## config.mk

```make
export PLATFORM = sky130hd
export DESIGN_NAME = gpo_bank
export DESIGN_NICKNAME = d
export VERILOG_FILES = /design/src/rtl/gpo_pkg.sv /design/src/rtl/gpo_addr_decode.sv /design/src/rtl/gpo_dir_bank.sv /design/src/rtl/gpo_out_latch.sv /design/src/rtl/gpo_bank.sv
export SDC_FILE = /design/constraint.sdc
export NUM_CORES = 1
export LEC_CHECK = 0
export CAP_MARGIN = 15
export CORE_MARGIN = 4
export CORE_UTILIZATION = 42
export CTS_CLUSTER_SIZE = 12
export DETAILED_ROUTE_END_ITERATION = 10
export PLACE_DENSITY_LB_ADDON = 0.08
export SLEW_MARGIN = 20
export SYNTH_ARGS = -nofsm -noshare
export SYNTH_HDL_FRONTEND = slang
export SYNTH_SLANG_ARGS = --single-unit
```

## constraint.sdc

```tcl
create_clock -name clk -period 3.9 [get_ports clk]
set_clock_uncertainty 0.2 [all_clocks]
set_input_delay 0.585 -clock clk [delete_from_list [all_inputs] [get_ports clk]]
set_output_delay 0.585 -clock clk [all_outputs]
set_load 0.01 [all_outputs]
```

## src/rtl/gpo_pkg.sv

```systemverilog
// Package: shared constants and types for the GPIO output bank.
// Assumes a byte-addressed bus with 32-bit aligned registers.
package gpo_pkg;

    localparam int WORD_W = 32;

    // Word-address bases (byte address >> 2) of the three register groups.
    localparam int DIR_WBASE = 3;   // byte 0x0C
    localparam int SET_WBASE = 6;   // byte 0x18
    localparam int CLR_WBASE = 9;   // byte 0x24

    // Register group selected by an access.
    typedef enum logic [1:0] {
        KIND_NONE = 2'd0,
        KIND_DIR  = 2'd1,
        KIND_SET  = 2'd2,
        KIND_CLR  = 2'd3
    } reg_kind_e;

    // Number of live pins in word k of a bank with num_pins pins.
    function automatic int live_bits(int num_pins, int k);
        int rem;
        rem = num_pins - WORD_W * k;
        if (rem > WORD_W) return WORD_W;
        if (rem < 0) return 0;
        return rem;
    endfunction

endpackage

```

## src/rtl/gpo_addr_decode.sv

```systemverilog
// Module: gpo_addr_decode
// Decodes a byte address into a register group and a word index. It
// produces one write strobe per word of each group.
// Assumes: the three groups do not overlap (NUM_WORDS <= 3).
module gpo_addr_decode
    import gpo_pkg::*;
#(
    parameter int ADDR_W    = 8,
    parameter int NUM_WORDS = 3,
    localparam int IDX_W    = (NUM_WORDS > 1) ? $clog2(NUM_WORDS) : 1,
    localparam int WA_W     = ADDR_W - 2
) (
    input  logic                 clk,
    input  logic                 rst_n,
    input  logic [ADDR_W-1:0]    addr,
    input  logic                 we,
    output reg_kind_e            kind,
    output logic [IDX_W-1:0]     idx,
    output logic [NUM_WORDS-1:0] dir_we,
    output logic [NUM_WORDS-1:0] set_we,
    output logic [NUM_WORDS-1:0] clr_we
);

    logic [WA_W-1:0] wa;
    logic            aligned;
    logic [WA_W-1:0] off_dir;
    logic [WA_W-1:0] off_set;
    logic [WA_W-1:0] off_clr;

    // Split the byte address into a word address and an alignment flag.
    assign wa      = addr[ADDR_W-1:2];
    assign aligned = (addr[1:0] == 2'b00);

    // Offsets of the word address from each group base.
    assign off_dir = wa - WA_W'(DIR_WBASE);
    assign off_set = wa - WA_W'(SET_WBASE);
    assign off_clr = wa - WA_W'(CLR_WBASE);

    // Pick the group that contains the word address, if any.
    always_comb begin
        kind = KIND_NONE;
        idx  = '0;
        if (aligned) begin
            if (wa >= WA_W'(DIR_WBASE) && off_dir < WA_W'(NUM_WORDS)) begin
                kind = KIND_DIR;
                idx  = off_dir[IDX_W-1:0];
            end else if (wa >= WA_W'(SET_WBASE) && off_set < WA_W'(NUM_WORDS)) begin
                kind = KIND_SET;
                idx  = off_set[IDX_W-1:0];
            end else if (wa >= WA_W'(CLR_WBASE) && off_clr < WA_W'(NUM_WORDS)) begin
                kind = KIND_CLR;
                idx  = off_clr[IDX_W-1:0];
            end
        end
    end

    // One write strobe per word and group.
    for (genvar k = 0; k < NUM_WORDS; k++) begin : g_strobe
        logic hit_k;
        assign hit_k     = we && (idx == IDX_W'(k));
        assign dir_we[k] = hit_k && (kind == KIND_DIR);
        assign set_we[k] = hit_k && (kind == KIND_SET);
        assign clr_we[k] = hit_k && (kind == KIND_CLR);
    end

    // At most one word strobe per access (R8: an undecoded address strobes nothing).
    p_one_strobe_r8: assert property (@(posedge clk) disable iff (!rst_n)
        $onehot0({dir_we, set_we, clr_we}));

    // An undecoded address must never produce a strobe.
    p_undecoded_quiet_r8: assert property (@(posedge clk) disable iff (!rst_n)
        (kind == KIND_NONE) |-> ({dir_we, set_we, clr_we} == '0));

endmodule

```

## src/rtl/gpo_dir_bank.sv

```systemverilog
// Module: gpo_dir_bank
// Holds the direction bit of every pin, stored word by word. A whole-word
// write replaces the live bits of that word. Reserved bits are not stored.
// Assumes: at most one word strobe per cycle.
module gpo_dir_bank
    import gpo_pkg::*;
#(
    parameter int NUM_PINS  = 80,
    parameter int NUM_WORDS = 3
) (
    input  logic                 clk,
    input  logic                 rst_n,
    input  logic [NUM_WORDS-1:0] we,
    input  logic [WORD_W-1:0]    wdata,
    output logic [NUM_PINS-1:0]  dir_q
);

    for (genvar k = 0; k < NUM_WORDS; k++) begin : g_word
        localparam int LO = WORD_W * k;
        localparam int W  = live_bits(NUM_PINS, k);

        // Load the live bits of this word on a strobe, or clear them in reset.
        always_ff @(posedge clk) begin
            if (!rst_n) begin
                dir_q[LO +: W] <= '0;
            end else if (we[k]) begin
                dir_q[LO +: W] <= wdata[W-1:0];
            end
        end

        // A strobe loads the written data into this word.
        p_dir_load_r4: assert property (@(posedge clk) disable iff (!rst_n)
            we[k] |=> (dir_q[LO +: W] == $past(wdata[W-1:0])));

        // With no strobe the word keeps its value.
        p_dir_hold_r9: assert property (@(posedge clk) disable iff (!rst_n)
            !we[k] |=> $stable(dir_q[LO +: W]));
    end

endmodule

```

## src/rtl/gpo_out_latch.sv

```systemverilog
// Module: gpo_out_latch
// Output latch of every pin, updated by write-one-to-set and write-one-to-
// clear words. The latch does not look at direction, so a level written to
// an input pin is kept until that pin is enabled.
// Assumes: when set and clear hit the same bit in one cycle, set has priority.
module gpo_out_latch
    import gpo_pkg::*;
#(
    parameter int NUM_PINS  = 80,
    parameter int NUM_WORDS = 3
) (
    input  logic                 clk,
    input  logic                 rst_n,
    input  logic [NUM_WORDS-1:0] set_we,
    input  logic [NUM_WORDS-1:0] clr_we,
    input  logic [WORD_W-1:0]    wdata,
    output logic [NUM_PINS-1:0]  lat_q
);

    for (genvar k = 0; k < NUM_WORDS; k++) begin : g_word
        localparam int LO = WORD_W * k;
        localparam int W  = live_bits(NUM_PINS, k);

        logic [W-1:0] set_v;
        logic [W-1:0] clr_v;
        logic [W-1:0] nxt;

        // Form the per-bit set and clear vectors of this word.
        assign set_v = set_we[k] ? wdata[W-1:0] : '0;
        assign clr_v = clr_we[k] ? wdata[W-1:0] : '0;

        // Next latch value: clear first, then set, so set wins a tie.
        always_comb begin
            nxt = (lat_q[LO +: W] & ~clr_v) | set_v;
        end

        // Register the latch word.
        always_ff @(posedge clk) begin
            if (!rst_n) begin
                lat_q[LO +: W] <= '0;
            end else begin
                lat_q[LO +: W] <= nxt;
            end
        end

        // Every bit written 1 to the set word is high afterwards.
        p_set_high_r2: assert property (@(posedge clk) disable iff (!rst_n)
            set_we[k] |=> ((lat_q[LO +: W] & $past(wdata[W-1:0])) == $past(wdata[W-1:0])));

        // Bits written 0 to the set word keep their value.
        p_set_zero_keep_r2: assert property (@(posedge clk) disable iff (!rst_n)
            (set_we[k] && !clr_we[k]) |=>
                ((lat_q[LO +: W] & ~$past(wdata[W-1:0])) ==
                 ($past(lat_q[LO +: W]) & ~$past(wdata[W-1:0]))));

        // Every bit written 1 to the clear word is low afterwards.
        p_clr_low_r3: assert property (@(posedge clk) disable iff (!rst_n)
            (clr_we[k] && !set_we[k]) |=> ((lat_q[LO +: W] & $past(wdata[W-1:0])) == '0));

        // With neither strobe the latch word is stable.
        p_lat_hold_r9: assert property (@(posedge clk) disable iff (!rst_n)
            (!set_we[k] && !clr_we[k]) |=> $stable(lat_q[LO +: W]));
    end

endmodule

```

## src/rtl/gpo_bank.sv

```systemverilog
// Module: gpo_bank (top)
// GPIO output bank: register decode, direction words, output latches and
// the read multiplexer. Pin outputs come straight from the latch and the
// direction registers.
// Assumes: 1 <= NUM_PINS <= 96, and single-cycle bus writes with no wait states.
module gpo_bank
    import gpo_pkg::*;
#(
    parameter int NUM_PINS = 80,
    parameter int ADDR_W   = 8,
    localparam int NUM_WORDS = (NUM_PINS + WORD_W - 1) / WORD_W,
    localparam int IDX_W     = (NUM_WORDS > 1) ? $clog2(NUM_WORDS) : 1,
    localparam int TOT_W     = NUM_WORDS * WORD_W,
    localparam int LAST_W    = NUM_PINS - WORD_W * (NUM_WORDS - 1)
) (
    input  logic                clk,
    input  logic                rst_n,
    input  logic [ADDR_W-1:0]   bus_addr,
    input  logic                bus_we,
    input  logic [WORD_W-1:0]   bus_wdata,
    output logic [WORD_W-1:0]   bus_rdata,
    output logic [NUM_PINS-1:0] pin_out,
    output logic [NUM_PINS-1:0] pin_oe
);

    reg_kind_e            acc_kind;
    logic [IDX_W-1:0]     acc_idx;
    logic [NUM_WORDS-1:0] dir_we;
    logic [NUM_WORDS-1:0] set_we;
    logic [NUM_WORDS-1:0] clr_we;
    logic [NUM_PINS-1:0]  dir_q;
    logic [NUM_PINS-1:0]  lat_q;
    logic [TOT_W-1:0]     dir_pad;

    // Address decode and per-word write strobes.
    gpo_addr_decode #(
        .ADDR_W    (ADDR_W),
        .NUM_WORDS (NUM_WORDS)
    ) u_dec (
        .clk    (clk),
        .rst_n  (rst_n),
        .addr   (bus_addr),
        .we     (bus_we),
        .kind   (acc_kind),
        .idx    (acc_idx),
        .dir_we (dir_we),
        .set_we (set_we),
        .clr_we (clr_we)
    );

    // Direction storage.
    gpo_dir_bank #(
        .NUM_PINS  (NUM_PINS),
        .NUM_WORDS (NUM_WORDS)
    ) u_dir (
        .clk   (clk),
        .rst_n (rst_n),
        .we    (dir_we),
        .wdata (bus_wdata),
        .dir_q (dir_q)
    );

    // Output latches with set and clear.
    gpo_out_latch #(
        .NUM_PINS  (NUM_PINS),
        .NUM_WORDS (NUM_WORDS)
    ) u_lat (
        .clk    (clk),
        .rst_n  (rst_n),
        .set_we (set_we),
        .clr_we (clr_we),
        .wdata  (bus_wdata),
        .lat_q  (lat_q)
    );

    // Zero-extend the direction bits to whole words for the read path.
    assign dir_pad = TOT_W'(dir_q);

    // Read multiplexer: only direction words return data.
    always_comb begin
        bus_rdata = '0;
        if (acc_kind == KIND_DIR) begin
            bus_rdata = dir_pad[acc_idx * WORD_W +: WORD_W];
        end
    end

    // Pins follow the latch. Enables follow the direction bits.
    assign pin_out = lat_q;
    assign pin_oe  = dir_q;

    // Set and clear words are write-only and read back as zero.
    p_wo_read_zero_r6: assert property (@(posedge clk) disable iff (!rst_n)
        (acc_kind == KIND_SET || acc_kind == KIND_CLR) |-> (bus_rdata == '0));

    // A set or clear access never touches the enables.
    p_wo_keeps_dir_r6: assert property (@(posedge clk) disable iff (!rst_n)
        (acc_kind == KIND_SET || acc_kind == KIND_CLR) |=> $stable(pin_oe));

    // Reserved bits of the last direction word read as zero.
    if (LAST_W < WORD_W) begin : g_resv
        p_resv_zero_r7: assert property (@(posedge clk) disable iff (!rst_n)
            (acc_kind == KIND_DIR && acc_idx == IDX_W'(NUM_WORDS - 1)) |->
                (bus_rdata[WORD_W-1:LAST_W] == '0));
    end

endmodule

```

== After elaboration in Yosys (flattened, before gate mapping) ==
Cells that the tools add are included.

* Register bits: 160
* Input port bits: 43
* Output and inout port bits: 192
* Logic and storage cells: 62

* Add/sub/neg operators: 3
* $lt $le $gt $ge: 6
* Equal/unequal tests: 5
* Shift-type cells: 1
* Muxes and demuxes: 15
* Bitwise gates (word level): 9
* Reductions and logical operators: 17

{| class="wikitable"
|+ Operators with widths
! operator !! count
|-
| $mux W32 || 5
|-
| $shiftx A96 B8 Y32 || 1
|-
| $and A32 B32 Y32 || 2
|-
| $not A32 Y32 || 2
|-
| $or A32 B32 Y32 || 2
|-
| $mux W16 || 2
|-
| $lt A6 B2 Y1 const B || 3
|-
| $and A16 B16 Y16 || 1
|-
| $mux W2 || 8
|-
| $not A16 Y16 || 1
|-
| $or A16 B16 Y16 || 1
|-
| $logic_and A1 B1 Y1 || 15
|-
| $eq A2 B2 Y1 const B || 3
|-
| $ge A6 B2 Y1 const B || 1
|-
| $ge A6 B3 Y1 const B || 1
|-
| $ge A6 B4 Y1 const B || 1
|-
| $sub A6 B2 Y6 const B || 1
|-
| $sub A6 B3 Y6 const B || 1
|-
| $sub A6 B4 Y6 const B || 1
|-
| $eq A2 B1 Y1 const B || 2
|-
| $logic_not A2 Y1 || 2
|}

== Longest topological paths before layout ==
Gate-level depths: netlist (run 1).

* Word-level depth: 14
* Mapped depth: 12
* Gate-level depth less buffers: 9

== Cells and area by module ==
From an unflattened synthesis (run 1), not the netlist that was laid out.

* Cells, all modules: 751
* Area, all modules: 7516.0 µm²

{| class="wikitable"
|+ By module, submodules not included
! module !! instances !! cells each !! area each (µm²) !! sequential area each (µm²)
|-
| gpo_out_latch || 1 || 352 || 3311.9 || 1601.5
|-
| gpo_dir_bank || 1 || 258 || 3108.0 || 1601.5
|-
| gpo_bank || 1 || 76 || 613.1 || 0.0
|-
| gpo_addr_decode || 1 || 65 || 483.0 || 0.0
|}

== Worst setup path after synthesis (run 1) ==
OpenSTA, ideal clock, no wires.

* Path type: input -> output
* From: input port bus_addr[2]
* To: output port bus_rdata[10]
* Arrival time: 3.078 ns
* Data required time: 3.115 ns
* Setup slack: 0.037 ns
* Cell stages on the path: 11
* Buffers on the path: 2
* Path through: buf_2 > inv_1 > ha_1 > or3_1 > nor3b_1 > a21oi_1 > nand2_1 > a22oi_4 > nor3_2 > clkbuf_1 > o2bb2ai_1

* Word-level cells in the longest chain between the ends: 9
* Elaborated cells between the ends (all ways): 23
* Classes of those cells: add/sub (3); order compare (6); eq/ne (1); shift (1); mux (9); reduce/logical (3)

{| class="wikitable"
|+ Ends and longest elaborated chain
! item !! line !! text
|-
| start, declared || gpo_bank.sv:18 || <nowiki>input logic [ADDR_W-1:0] bus_addr,</nowiki>
|-
| $sub A6 B4 Y6 || gpo_addr_decode.sv:37 || <nowiki>assign off_clr = wa - WA_W'(CLR_WBASE);</nowiki>
|-
| $lt A6 B2 Y1 || gpo_addr_decode.sv:50 || <nowiki>end else if (wa >= WA_W'(CLR_WBASE) && off_clr < WA_W'(NUM_WORDS)) begin</nowiki>
|-
| $logic_and A1 B1 Y1 || gpo_addr_decode.sv:50 ||
|-
| $mux W2 || gpo_addr_decode.sv:50 ||
|-
| $mux W2 || gpo_addr_decode.sv:47 || <nowiki>end else if (wa >= WA_W'(SET_WBASE) && off_set < WA_W'(NUM_WORDS)) begin</nowiki>
|-
| $mux W2 || gpo_addr_decode.sv:44 || <nowiki>if (wa >= WA_W'(DIR_WBASE) && off_dir < WA_W'(NUM_WORDS)) begin</nowiki>
|-
| $mux W2 || gpo_addr_decode.sv:43 || <nowiki>if (aligned) begin</nowiki>
|-
| $shiftx A96 B8 Y32 / $eq A2 B1 Y1 (equally long branches) || gpo_bank.sv:83, gpo_bank.sv:82 ||
|-
| $mux W32 (*) || gpo_bank.sv:82 || <nowiki>if (acc_kind == KIND_DIR) begin</nowiki>
|-
| end, declared || gpo_bank.sv:21 || <nowiki>output logic [WORD_W-1:0] bus_rdata,</nowiki>
|}

Every way passes the cells marked *; elsewhere a longest branch is shown, timed or not.

== Worst setup path after layout (run 1) ==
* From: input port bus_addr[4]
* To: output port bus_rdata[19]

The elaborated chain is that of the path after synthesis.

==> metrics.md, run 1 <==
| Metric | Value |
|---|---|
| Reg2reg path depth | `3` |
| Status | `completed` |
| Crit path kind | `in2out` |
| Final setup fails | `0` |
| Area Overhead vs Synth | `49.32%` |
| Sink Count | `160` |
| Num CTS Buffers | `17` |
| Post-synth ARST share | `0` |
| Post-layout min period | `about 3800 ps` |
| CTS tree | `built` |
| Area of the multi-input gates | `3856 sq um` |
| Rows | `48` |
| Commonest cells post-synth | `193 x nand2_1, 160 x dfxtp_1, 81 x mux2i_1` |
| N_diodes | `0` |
| Vias in the first global route | `6869` |
| Period utilization | `0.9712` |
| CP Depth | `13` |
| Post-route cell area | `10940 sq um` |
| CP Launch Type | `primary input` |
| Area leader, netlist | `dfxtp_1` |
| Gr usage total | `0.2455` |
| Synthesis Warnings | `0` |
| Max VDD drop | `0.2899 mV` |
| Die Ht | `140.1 um` |
| Fillers | `about 1500` |
| DP Worst Slack | `-773.2 ps` |
| Buf/Inv on CP | `5` |
| P_leak | `4.497 nW` |
| Max stage delay on crit path | `440 ps` |
| Setup WS post-layout | `~110 ps` |
| Synth Register Bits | `160` |
| Netlist cell types | `45` |
| Routed WL per cell | `18.86 um` |
| Synthesized area | `7326 sq um` |
| Syn Nets | `879` |
| Worst hold margin | `~270 ps` |
| Largest net degree at the start of global routing | `193` |
| Die W | `~140 um` |
| Post-synth EDFFs | `0` |
| CP top delay family | `simple AND/OR/NAND/NOR gates` |
| Clock H-tree levels | `4` |
| Clk_lat worst skew | `~410 ps` |
| Critical Path RT | `around 3100 ps` |
| Gpl congestion | `a little under 0.8` |
| CP cell instances | `buf_2, inv_2, ha_4, or3_4, or3b_4, o22ai_4, nand2_2, buf_6, a221o_1, buf_12, nand2_1, a21oi_1, buf_2` |
| Avg Cell Area, Syn | `8.858 sq um` |
| Worst-margin pin slew | `~1000 ps` |
| Leading post-synthesis cells by cell area | `dfxtp_1 44%, mux2i_1 11%, nand2_1 9.9%` |
| Fmax | `264.0 MHz` |
| Post-CTS Hold Fix Bufs | `0` |
| Data arrival, critical path | `3000 ps` |
| Worst r2r dst | `u_lat.lat_q[1]` |
| Slew Viols, Final | `0` |
| Max cap viols | `0` |
| 1st-pass router iterations | `5` |
| Crit path to | `bus_rdata[19]` |
| Final Hold Vio Count | `0` |
| Initial antenna violation count | `0` |
| Drt drc | `0` |
| # IOs | `roughly 240` |
| Via/cell ratio | `about 5.4` |
| Starting density of the core | `0.4265` |
| Die ar. | `between 15000 and 20000 sq um` |
| RSZ-0062 raised after global routing | `no` |
| Port buffer count | `234` |
| FF-to-FF Start | `u_lat.lat_q[1]` |
| Core Region | `17180 sq um` |
| Drt total wl | `approximately 25000 um` |
| Post-synthesis sequential area ratio | `0.4372` |
| Total Power | `3.583 mW` |
| Crit path max-delay cell type | `a221o_1` |
| Cell Pwr Density | `327.5 nW/um^2` |
| Crit. End Element | `output port` |
| Reg2Reg Setup Slack | `around 2900 ps` |
| Fraction of final layout cells sized beyond drive strength 1 | `0.1629` |
| Post-DP Area | `10200 sq um` |
| Max transition margin | `0.3032` |
| Clock transition at path regs | `60 ps` |
| Storage cell area | `3203 sq um` |
| Setup crit start | `bus_addr[4]` |
| Routed Antenna Nets | `0` |
| Via count | `7195` |
| Violation count after the first detailed-route iteration | `455` |
| Hold/Removal Path Class | `reg2reg` |
| CTS max path bufs | `2` |
| NumNets Final | `1138` |
| Count leader, synth | `nand2_1` |
| Root Buffer | `clkbuf_16` |
| First-pass GRT wire length | `38620 um` |
| Crit-path most repeated cell | `buf_2` |
| HPWL after detailed placement | `between 15000 and 20000 um` |
| Synth top area share | `0.4372` |
| Grt ovf | `0` |
| Crit-path max FO | `7` |
| Ys flop type | `dfxtp_1` |
| Mapped Cells | `827` |
-- where the power goes --
part,switching [mW],internal [mW]
clock network,0.676,0.962
registers,0.00143,1.64
logic,0.174,0.134
total,0.852,2.73
-- worst reg2reg max path: stages (launching register included) --
cell and delay [ps]:
dfxtp_1 370, nand2_1 80, a31oi_1 190, a21o_1 100
-- layout by cell type, fill, tap and decap left out, types with 3 or more instances in the layout --
cell	count
nand2_1	184
dfxtp_1	160
a22o_1	6
a21o_1	44
nor3_4	4
a21oi_1	32
nand2_2	9
or3_1	3
buf_12	11
ha_1	7
and2_1	6
buf_2	33
mux2i_1	81
o2bb2ai_1	16
clkinvlp_4	5
buf_6	10
a21boi_0	17
clkdlybuf4s50_1	197
nor2_1	34
nand4_1	7
clkbuf_16	19
a31oi_1	27
a32o_1	32
buf_4	52
nand3_1	50
-- layer usage --
| layer | global-route usage | wire length [um] |
|---|---|---|
| met2 | 0.4001 | 11710 |
| met3 | 0.06282 | 1663 |
| met5 | 0 | 0 |
| met4 | 0.05762 | 297 |
| met1 | 0.3287 | 11300 |
-- sequential cells by signal, indices dropped and copies added (netlist names) --
signal       cells
u_dir.dir_q     80
u_lat.lat_q     80
-- per-stage QoR --
| stage | setup TNS (ps) | util | instances |
|---|---|---|---|
| 3_5_place_dp | -31170 | 0.5940 | 1274 |
| 2_1_floorplan | 0 | - | 827 |
| 5_1_grt | 0 | 0.6369 | 1324 |
| 6_report | 0 | 0.6369 | 1324 |
| 3_3_place_gp | -27860 | 0.5940 | 1274 |
| 4_1_cts | 0 | 0.6318 | 1323 |
-- worst min path at each step --
stage | startpoint | to | slack [ps] | cells past startpoint
final | u_dir.dir_q[0] | u_dir.dir_q[0] | 270 | 2
after global routing | u_dir.dir_q[58] | u_dir.dir_q[58] | 300 | 2
after detailed placement | u_dir.dir_q[29] | u_dir.dir_q[29] | 260 | 2
after global placement | u_dir.dir_q[25] | u_dir.dir_q[25] | 260 | 2
after floorplan | u_dir.dir_q[0] | u_dir.dir_q[0] | 290 | 2
after CTS | u_dir.dir_q[2] | u_dir.dir_q[2] | 280 | 2
-- kinds of logic (layout without fill, tap and decap cells) --
logic type / count (synthesis) / count (layout) / share of synthesized area
simple gates: 317 / 317 / 0.1925
compound gates: 183 / 183 / 0.1892
flops: 160 / 160 / 0.4372
mux: 81 / 81 / 0.1107
buf+inv: 74 / 346 / 0.05141
fa+ha+maj: 9 / 9 / 0.01537
xor+xnor: 3 / 3 / 0.003587
-- repair_timing --
item / CTS / global route
setup buffers: 15 / 0
setup endpoints to repair: 32 / 32
pin swaps: 8 / 10
gates cloned: 2 / 2
resized for setup: 150 / 22
-- cell type report --
type / count / area share
clock buffers: 20 / 0.04083
clock inverters: 12 / 0.01224
inverters: 4 / 0.001373
multi-input cells: 593 / 0.3525
flip-flops and latches: 160 / 0.2928
well taps: 225 / 0.02573
repair buffers: 310 / 0.2745
Power figures use the tool's default switching activity.
==> inputs of run 2 (changes only) <==
--- a/config.mk
+++ b/config.mk
@@ -6,11 +6,13 @@
 export NUM_CORES = 1
 export LEC_CHECK = 0
 export CAP_MARGIN = 15
+export CORE_ASPECT_RATIO = 0.6
 export CORE_MARGIN = 4
 export CORE_UTILIZATION = 42
 export CTS_CLUSTER_SIZE = 12
 export DETAILED_ROUTE_END_ITERATION = 10
 export PLACE_DENSITY_LB_ADDON = 0.08
+export SKIP_CTS_REPAIR_TIMING = 1
 export SLEW_MARGIN = 20
 export SYNTH_ARGS = -nofsm -noshare
 export SYNTH_HDL_FRONTEND = slang
==> run 2 against run 1 <==
  * Count of clock-buffer cells in the layout is 1 lower
  * Wire length rose by 5.0%
  * Worst setup slack got worse by 79 ps
  * Total power is 1.1% higher
  * Critical path depth up 1
  * Fmax fell by 2.1%
  * Largest power group is now the clock network
  * Final cell count fell by 0.30%
  * Critical endpoint is now bus_rdata[5]
==> metrics.md, run 2 (synthesis gave the netlist of run 1 again) <==
| Metric | Value |
|---|---|
| HPWL after detailed placement | `17620 um` |
| Met2 GRT Util | `0.3514` |
| 1st-pass router iterations | `5` |
| Largest net degree at the start of global routing | `193` |
| Cell Count, Final, Fillers Out | `1320` |
| Die ar. | `19690 sq um` |
| Num CTS Buffers | `17` |
| CTS max path bufs | `2` |
| Via/cell ratio | `roughly 5.4` |
| Grt ovf | `0` |
| Die Ht | `110.3 um` |
| Buf/Inv on CP | `6` |
| Worst-margin pin slew | `915.5 ps` |
| Commonest non-fill, non-tap cell in the layout | `clkdlybuf4s50_1` |
| Largest registers | `u_dir.dir_q (80), u_lat.lat_q (80)` |
| CP Launch Type | `primary input` |
| Clk_lat worst skew | `~420 ps` |
| GR peak layer | `met1` |
| Max VDD drop | `0.2796 mV` |
| Global Route met3 Usage | `0.07839` |
| Max stage delay on crit path | `410 ps` |
| Root Buffer | `clkbuf_16` |
| Crit-path max FO | `6` |
| Cell Pwr Density | `333.9 nW/um^2` |
| NumNets Final | `1125` |
| Status | `completed` |
| Crit path max-delay cell type | `or3b_4` |
| CTS tree | `built` |
| Starting density of the core | `0.4277` |
| Crit path kind | `in2out` |
| Rows | `37` |
| Clock H-tree levels | `4` |
| Slew Viols, Final | `0` |
| Post-route cell area | `10850 sq um` |
| Crit-path most repeated cell | `buf_6` |
| Dpl cells | `about 1300` |
| Sink Count | `160` |
| Drt drc | `0` |
| Die W | `178.5 um` |
| Core Region | `17130 sq um` |
| Met1 global-route usage | `0.3826` |
| Critical Path RT | `3120 ps` |
| Period utilization | `0.9916` |
| Routed WL per cell | `a little under 20 um` |
| Gr usage total | `0.2525` |
| Hold/Removal Path Class | `reg2reg` |
| Clock transition at path regs | `70 ps` |
| Final Hold Vio Count | `0` |
| Initial antenna violation count | `0` |
| Worst hold margin | `278.2 ps` |
| Fraction of final layout cells sized beyond drive strength 1 | `0.1418` |
| N_diodes | `0` |
| Vias in the first global route | `6623` |
| Port buffer count | `234` |
| Violation count after the first detailed-route iteration | `519` |
| CP top delay family | `simple AND/OR/NAND/NOR gates` |
| Routed Antenna Nets | `0` |
| Commonest cells after routing, fill and taps aside | `197 x clkdlybuf4s50_1, 191 x nand2_1, 160 x dfxtp_1` |
| Post-layout min period | `between 3000 and 4000 ps` |
| Post-DP Area | `around 10000 sq um` |
| Via count | `7182` |
| # IOs | `235` |
| Area Overhead vs Synth | `48.08%` |
| Max transition margin | `0.3896` |
| Drt total wl | `26220 um` |
| Data arrival, critical path | `slightly above 3000 ps` |
| RSZ-0062 raised after global routing | `yes` |
| First-pass GRT wire length | `38410 um` |
| CP cell instances | `buf_8, inv_4, buf_6, ha_4, or3_4, or3b_4, o22ai_4, nand2_2, a22oi_4, buf_6, buf_12, mux2i_2, o2bb2ai_1, clkbuf_2` |
| Fmax | `~260 MHz` |
| Max cap viols | `0` |
| Final setup fails | `0` |
| Crit. End Element | `output port` |
| P_leak | `4.479 nW` |
| Gpl congestion | `just under 0.9` |
==> run 2: changes by cell type in the layout (fill, tap and decap cells not counted), moves of 3 or more <==
| cell | change |
|---|---|
| clkinvlp_4 | -3 |
| buf_2 | -18 |
| dlymetal6s2s_1 | +4 |
| inv_8 | +4 |
| mux2i_2 | +3 |
| buf_6 | -4 |
| buf_4 | -9 |
| clkbuf_2 | +13 |
| nand2_1 | +7 |
| mux2i_1 | -3 |
| nand2_2 | -7 |
==> run 2: cell type report <==
type,count,area (sq um)
fill,1473,6281
multi-input combinational,593,3839
sequential,160,3203
timing repair buffer,297,2910
clock buffer,19,432.9
tap,234,292.8
clock inverter,13,150.1
inverter,4,20.02
==> run 2: worst paths after layout <==
path | start | end | slack, ps | depth (start not counted)
min reg2reg | u_dir.dir_q[24] | u_dir.dir_q[24] | 280 | 2
max reg2reg | u_lat.lat_q[28] | u_lat.lat_q[28] | 2960 | 3
max | bus_addr[3] | bus_rdata[5] | 30 | 14
min | u_dir.dir_q[24] | u_dir.dir_q[24] | 280 | 2
==> run 2: metal layers <==
metal  up-vias  share of wire
li1       3429              -
met1      3456           0.50
met2       280           0.41
met3        17          0.084
met4         0         0.0087
met5         -              0
==> run 2: where the power goes <==
group,switching [mW],internal (mW),total [mW]
Sequential,0.00146,1.63,1.64
Combinational,0.189,0.129,0.319
Clock,0.757,0.910,1.67
==> run 2: tightest hold or removal path, stage by stage, from the launching register on <==
cell     delay, ps
dfxtp_1        330
nand2_1         60
mux2i_1         50
==> run 2: through the flow <==
step / utilization / TNS [ps] / setup slack (ps) / power (mW)
2_1_floorplan: - / 0 / 36.57 / 1.802
3_3_place_gp: 0.5916 / -50030 / -794.9 / 1.945
3_5_place_dp: 0.5916 / -55320 / -841.4 / 1.948
4_1_cts: 0.6256 / -26440 / -844.7 / 3.605
5_1_grt: 0.6333 / -1008 / -78.21 / 3.737
6_report: 0.6333 / 0 / 32.94 / 3.622
